$ cat config.mk
export PLATFORM = sky130hd
export DESIGN_NAME = fp32_pipe_adder
export DESIGN_NICKNAME = d
export VERILOG_FILES = /design/src/rtl/fp32_pipe_adder.sv
export SDC_FILE = /design/constraint.sdc
export NUM_CORES = 1
export LEC_CHECK = 0
export ABC_CLOCK_PERIOD_IN_PS = 6000
export BUFFER_PORTS_ARGS = -buffer_cell sky130_fd_sc_hd__buf_2
export CAP_MARGIN = 10
export CORE_UTILIZATION = 40
export CTS_BUF_LIST = sky130_fd_sc_hd__clkbuf_16
export DETAILED_ROUTE_END_ITERATION = 8
export PLACE_DENSITY_LB_ADDON = 0.2
export SETUP_SLACK_MARGIN = 0.1
export SLEW_MARGIN = 20
export SYNTH_ARGS = -nofsm -noshare
export SYNTH_HDL_FRONTEND = slang
export SYNTH_SLANG_ARGS = --single-unit
$ cat constraint.sdc
create_clock -name clk -period 6 [get_ports clk]
set_input_delay 0.6 -clock clk [delete_from_list [all_inputs] [get_ports clk]]
set_output_delay 0.6 -clock clk [all_outputs]
set_load 0.01 [all_outputs]
$ cat src/rtl/fp32_pipe_adder.sv
module fp32_pipe_adder (
  input  logic        clk,
  input  logic        rst_n,
  input  logic        in_valid,
  input  logic [31:0] in_a,
  input  logic [31:0] in_b,
  output logic        out_valid,
  output logic [31:0] out_sum
);

  // stage 1: classify, order by magnitude
  logic [7:0]  ea, eb;
  logic        za, zb, nan_a, nan_b, inf_a, inf_b, a_big;
  logic [23:0] ma, mb;
  logic [31:0] spc_word;

  assign ea    = in_a[30:23];
  assign eb    = in_b[30:23];
  assign za    = (ea == 8'd0);
  assign zb    = (eb == 8'd0);
  assign ma    = za ? 24'd0 : {1'b1, in_a[22:0]};
  assign mb    = zb ? 24'd0 : {1'b1, in_b[22:0]};
  assign nan_a = (&ea) & (|in_a[22:0]);
  assign nan_b = (&eb) & (|in_b[22:0]);
  assign inf_a = (&ea) & ~(|in_a[22:0]);
  assign inf_b = (&eb) & ~(|in_b[22:0]);
  assign a_big = {ea, ma} >= {eb, mb};
  assign spc_word = (nan_a | nan_b | (inf_a & inf_b & (in_a[31] ^ in_b[31]))) ? 32'h7FC00000 :
                    inf_a ? {in_a[31], 8'hFF, 23'd0} : {in_b[31], 8'hFF, 23'd0};

  logic        s1_v, s1_sign, s1_sub, s1_spc;
  logic [7:0]  s1_exp, s1_d;
  logic [23:0] s1_mbig, s1_msml;
  logic [31:0] s1_word;

  always_ff @(posedge clk or negedge rst_n)
    if (!rst_n) s1_v <= 1'b0;
    else        s1_v <= in_valid;

  always_ff @(posedge clk) begin
    s1_sign <= a_big ? in_a[31] : in_b[31];
    s1_exp  <= a_big ? ea : eb;
    s1_d    <= a_big ? ea - eb : eb - ea;
    s1_mbig <= a_big ? ma : mb;
    s1_msml <= a_big ? mb : ma;
    s1_sub  <= in_a[31] ^ in_b[31];
    s1_spc  <= nan_a | nan_b | inf_a | inf_b;
    s1_word <= spc_word;
  end

  // stage 2: align with guard/round/sticky, complement on subtract
  logic [26:0] ext, shf, al;
  logic        lost;
  logic [27:0] sml28;

  assign ext  = {s1_msml, 3'b000};
  assign shf  = ext >> s1_d;
  assign lost = |(ext & ~({27{1'b1}} << s1_d));
  assign al   = (s1_d >= 8'd27) ? {26'd0, |ext} : {shf[26:1], shf[0] | lost};
  assign sml28 = {1'b0, al};

  logic        s2_v, s2_sign, s2_sub, s2_spc;
  logic [7:0]  s2_exp;
  logic [27:0] s2_a, s2_b;
  logic [31:0] s2_word;

  always_ff @(posedge clk or negedge rst_n)
    if (!rst_n) s2_v <= 1'b0;
    else        s2_v <= s1_v;

  always_ff @(posedge clk) begin
    s2_sign <= s1_sign;
    s2_sub  <= s1_sub;
    s2_spc  <= s1_spc;
    s2_exp  <= s1_exp;
    s2_word <= s1_word;
    s2_a    <= {1'b0, s1_mbig, 3'b000};
    s2_b    <= s1_sub ? (~sml28 + 28'd1) : sml28;
  end

  // stage 3: add
  logic        s3_v, s3_sign, s3_sub, s3_spc;
  logic [7:0]  s3_exp;
  logic [27:0] s3_sum;
  logic [31:0] s3_word;

  always_ff @(posedge clk or negedge rst_n)
    if (!rst_n) s3_v <= 1'b0;
    else        s3_v <= s2_v;

  always_ff @(posedge clk) begin
    s3_sign <= s2_sign;
    s3_sub  <= s2_sub;
    s3_spc  <= s2_spc;
    s3_exp  <= s2_exp;
    s3_word <= s2_word;
    s3_sum  <= s2_a + s2_b;
  end

  // stage 4: normalise, round to nearest even, pack
  function automatic logic [4:0] lead_zeros(input logic [26:0] x);
    logic [4:0] n;
    n = 5'd27;
    for (int i = 0; i < 27; i++)
      if (x[i]) n = 5'(26 - i);
    return n;
  endfunction

  logic [4:0]         lz;
  logic [26:0]        nrm;
  logic signed [9:0]  e_n, e_f;
  logic               rnd;
  logic [24:0]        mr;
  logic [22:0]        frac;
  logic [31:0]        result;

  assign lz   = lead_zeros(s3_sum[26:0]);
  assign nrm  = s3_sum[27] ? {s3_sum[27:2], s3_sum[1] | s3_sum[0]} : (s3_sum[26:0] << lz);
  assign e_n  = s3_sum[27] ? $signed({2'b00, s3_exp}) + 10'sd1
                           : $signed({2'b00, s3_exp}) - $signed({5'd0, lz});
  assign rnd  = nrm[2] & (nrm[1] | nrm[0] | nrm[3]);
  assign mr   = {1'b0, nrm[26:3]} + {24'd0, rnd};
  assign e_f  = e_n + $signed({9'd0, mr[24]});
  assign frac = mr[24] ? mr[23:1] : mr[22:0];

  always_comb begin
    if (s3_spc)                 result = s3_word;
    else if (s3_sum == 28'd0)   result = {s3_sign & ~s3_sub, 31'd0};
    else if (e_f >= 10'sd255)   result = {s3_sign, 8'hFF, 23'd0};
    else if (e_f <= 10'sd0)     result = {s3_sign, 31'd0};
    else                        result = {s3_sign, e_f[7:0], frac};
  end

  always_ff @(posedge clk or negedge rst_n)
    if (!rst_n) out_valid <= 1'b0;
    else        out_valid <= s3_v;

  always_ff @(posedge clk) out_sum <= result;

  assert_valid_chain_R1: assert property (@(posedge clk) disable iff (!rst_n)
    s3_v |=> out_valid);

  assert_gap_sticky_R4: assert property (@(posedge clk) disable iff (!rst_n)
    (s1_v && !s1_spc && s1_d >= 8'd26) |=>
      (s2_sub ? (s2_b == 28'd0 || (&s2_b)) : (s2_b <= 28'd1)));

  assert_nan_canon_R5: assert property (@(posedge clk) disable iff (!rst_n)
    (out_valid && (&out_sum[30:23])) |-> (out_sum[22:0] == 23'd0 || out_sum == 32'h7FC00000));

  assert_cancel_pos_zero_R8: assert property (@(posedge clk) disable iff (!rst_n)
    (s3_v && !s3_spc && s3_sub && s3_sum == 28'd0) |=> (out_sum == 32'h00000000));

  assert_no_denorm_R9: assert property (@(posedge clk) disable iff (!rst_n)
    out_valid |-> (out_sum[30:23] != 8'd0 || out_sum[22:0] == 23'd0));

endmodule

==> summary.txt <==
Route
  – Drt pass-1 iters: 6
  – Via Count: 14,340
  – Remaining antenna violation count after routing: 0
  – Residual DRC count: 0
  – Routed wire per std cell: 19.35 um
  – Avg Vias per Cell: 5.775
  – WL final: 48,050 um
  – Starting DRC count in detailed routing: 1,375

Synth
  – Async S/R FF share, synth: 1.896%
  – Post-synthesis register bit count: 211
  – EDFF count, synth: 0
  – Post-Syn Area: 0.01417 mm2
  – Avg Synthesized Cell Area: 7.981 um2
  – Dominant synthesized flop cell: dfxtp_1
  – Distinct cells, synth: 97
  – Syn nets: 1,920
  – Post-synthesis instance total: 1,776
  – Yosys warning total: 0
  – Part of the Yosys area used for sequential elements: 29.94%

Setup path
  – Crit-path max cell delay: 0.56 ns
  – WS Path Type: reg2reg
  – Critical Path AT: 6.14 ns
  – Critical path launch point: s3_sum[9]
  – Worst Path Max Fanout: 4
  – Worst path required time: 6.41 ns
  – Element type at the critical path end: flip-flop
  – R2r startpoint: s3_sum[9]
  – Startpoint types: flip-flop
  – Most used cell, CP: buf_4
  – Worst path cell trace: or4_4 > o211a_4 > o21ai_2 > buf_4 > o31ai_4 > a221oi_2 > o211ai_1 > a21oi_2 > o2111ai_2 > nor4_4 > nand2_2 > nor2_4 > ha_4 > and3_4 > xor2_1 > or4_1 > or3_4 > o41ai_2 > buf_4 > a211oi_2 > buf_4 > nand4bb_1 > buf_2 > o21ai_0
  – CP max stage cell: or4_1

Power
  – Peak supply drop: 0.3448 mV
  – Total power: 8.964 mW
  – Leakage power: 7.753 nW
  – Power Dens Cells: 505.9 mW/mm2

Floorplanning
  – Total Die Area: 0.03619 mm2
  – Die Ht: 190.2 um
  – Io pins: 100
  – Die Wd: 190.2 um
  – Std cell rows: 68
  – CORE AREA: 0.03471 mm2
  – Starting Density: 40.83%

Global route
  – GRT Overall Usage: 26.34%
  – M1 GR Usage: 31.96%
  – First-pass GRT wire length: 75,100 um
  – Initial antenna violation count: 0
  – Vias in the first global route: 13,790
  – GRT Max-Usage Layer: met2
  – Met2 Usage GRT: 45.85%
  – Largest net degree at the start of global routing: 98
  – Global route overflow: 0
  – GRT met3 Usage: 2.816%

Worst hold path
  – HP Class: in2reg
  – Hold_sp: in_valid

Layout
  – Final Cell Area: 0.01772 mm2
  – Commonest non-fill, non-tap cells in the layout: dfxtp_1, buf_4, nand2_1, o21ai_0, nor2_1
  – Layout cell share with drive strength beyond 1: 24.26%
  – Final core occ: 51.04%
  – Fillers: 3,398
  – Fin nets: 2,154
  – P&R area growth vs syn: 25.00%
  – Commonest non-fill, non-tap cell in the layout: dfxtp_1
  – Post-route insts no fill: 2,483
  – Antenna Diode Count: 0

Clock network
  – Total CTS buffers: 24
  – Clock Sinks: 211
  – Clk_lat worst skew: 0.54 ns
  – Root buffer cell: clkbuf_16
  – CTS tree: yes
  – CTS Buffer Depth: 3
  – H-tree levels: 1
  – Clk pin slew, worst setup/hold paths: 0.07 ns

Timing
  – Least-Margin Pin Slew: 1.055 ns
  – Final Hold Fails: 0
  – Min Tclk post-route: 5.731 ns
  – Max-slew violations: 0
  – RSZ-0062 raised after global routing: no
  – Hold Slack: 0.1593 ns
  – Final Skew: 0.03469 ns
  – Max_slew headroom: 29.38%
  – Fmax: 174.5 MHz
  – Final period util: 95.51%
  – Final setup viols: 0

Placed design
  – Placed Area: 0.01633 mm2
  – Final Wtd Congestion: 1.045
  – DP Cell Count: 2,429
  – HPWL after DPL: 38,730 um
  – Input/output buffers: 99

Outcome
  – Status: finished, final reports clean

Run
  – Max cap viols: 0
[synth_stat cells, types with 7 or more instances]
master	instances	area share [%]
a21oi_1	84	3.0
nand2_1	182	4.8
a21o_1	31	1.6
mux4_2	11	1.7
o31ai_1	17	0.90
nand4_1	20	0.88
nor3_1	40	1.4
a211o_1	7	0.43
or4_1	10	0.53
o211ai_1	27	1.4
ha_1	73	6.4
a211oi_1	25	1.3
mux2_2	21	1.7
o22ai_1	13	0.57
and2_1	11	0.49
o21ai_0	155	5.5
buf_2	19	0.67
or2_2	15	0.66
o21a_1	12	0.64
a221oi_1	9	0.56
buf_1	9	0.24
and3_1	10	0.44
nand2b_1	19	0.84
xor2_1	36	2.2
clkbuf_1	67	1.8
a31oi_1	19	0.84
or3_1	16	0.71
dfxtp_1	207	29
o221ai_1	10	0.62
a21boi_0	8	0.42
nor4_1	32	1.4
inv_1	91	2.4
nor2b_1	12	0.53
mux2i_1	48	3.4
xnor2_1	47	2.9
a32o_1	8	0.56
nor2_1	146	3.9
nand3_1	77	2.7
[registers in the layout, summed over array words and instances, names as in the netlist, 24 cells and up]
| signal | flops |
|---|---|
| s1_mbig | 24 |
| s3_sum | 28 |
| out_sum | 32 |
| s2_b | 28 |
| s2_a | 24 |
| s1_msml | 24 |
[routing by layer]
layer	routed length, um	up-vias
met2	23030	582
met1	19510	6688
met3	2748	153
li1	-	6916
met5	0	-
met4	2760	0
[area by class of cell]
cell class / instances / area (um2) / share of cell area [%]
Tap cell: 455 / 569.3 / 3.213
Timing Repair Buffer: 311 / 2140 / 12.08
Inverter: 97 / 375.4 / 2.118
Sequential cell: 211 / 4245 / 23.96
Multi-Input combinational cell: 1365 / 9489 / 53.56
Clock buffer: 24 / 600.6 / 3.390
Clock inverter: 20 / 299.0 / 1.688
[critical path, delay by kind of cell, from the launching register on]
kind	cells	cell delay [ns]
AND/OR/NAND/NOR	8	2.32
AO/OA/AOI/OAI	10	2.08
buffers and inverters	4	0.64
flip-flops	1	0.34
adder cells (fa/ha/maj)	1	0.16
XOR/XNOR	1	0.08
[metrics by stage]
stage	worst slack [ns]	setup TNS, ns
2_1_floorplan	0.1261	0
3_3_place_gp	-0.09158	-0.7005
3_5_place_dp	-0.1075	-1.090
4_1_cts	0.1146	0
5_1_grt	0.05422	0
6_report	0.2695	0
[power by group]
part           switching, mW  internal [mW]
clock                  0.590           1.04
sequential             0.228           1.75
combinational           3.05           2.31
[cell families after synthesis]
kind of cell               Yosys count  share of synthesized area [%]
buffers and inverters              200                          5.826
DFF                                211                          29.94
and+or+nand+nor                    614                          21.20
xor gates and xnor gates            83                          5.128
AOI/OAI and AO/OA                  510                          24.01
muxes                               81                          6.885
adders and majority gates           77                          7.009
[final timing paths]
kind | endpoint | slack [ns] | cells after the start
hold reg to reg | s3_exp[3] | 0.32 | 0
setup reg to reg | out_sum[14] | 0.27 | 24
min in group asynchronous | s1_v | 0.40 | 2
setup / recovery | out_sum[14] | 0.27 | 24
max in group asynchronous | out_valid | 5.48 | 2
hold / removal | s1_v | 0.16 | 1
[timing repair]
| action | in CTS | in global routing |
|---|---|---|
| gates resized for setup | 17 | 65 |
| endpoints found under the hold margin | 4 | 0 |
| setup endpoints to repair | 23 | 27 |
| gates cloned | 0 | 1 |
| hold buffers | 1 | 0 |
| buffers inserted | 0 | 8 |
| pin swaps | 2 | 22 |
No activity file was read; power rests on OpenSTA's default activity.
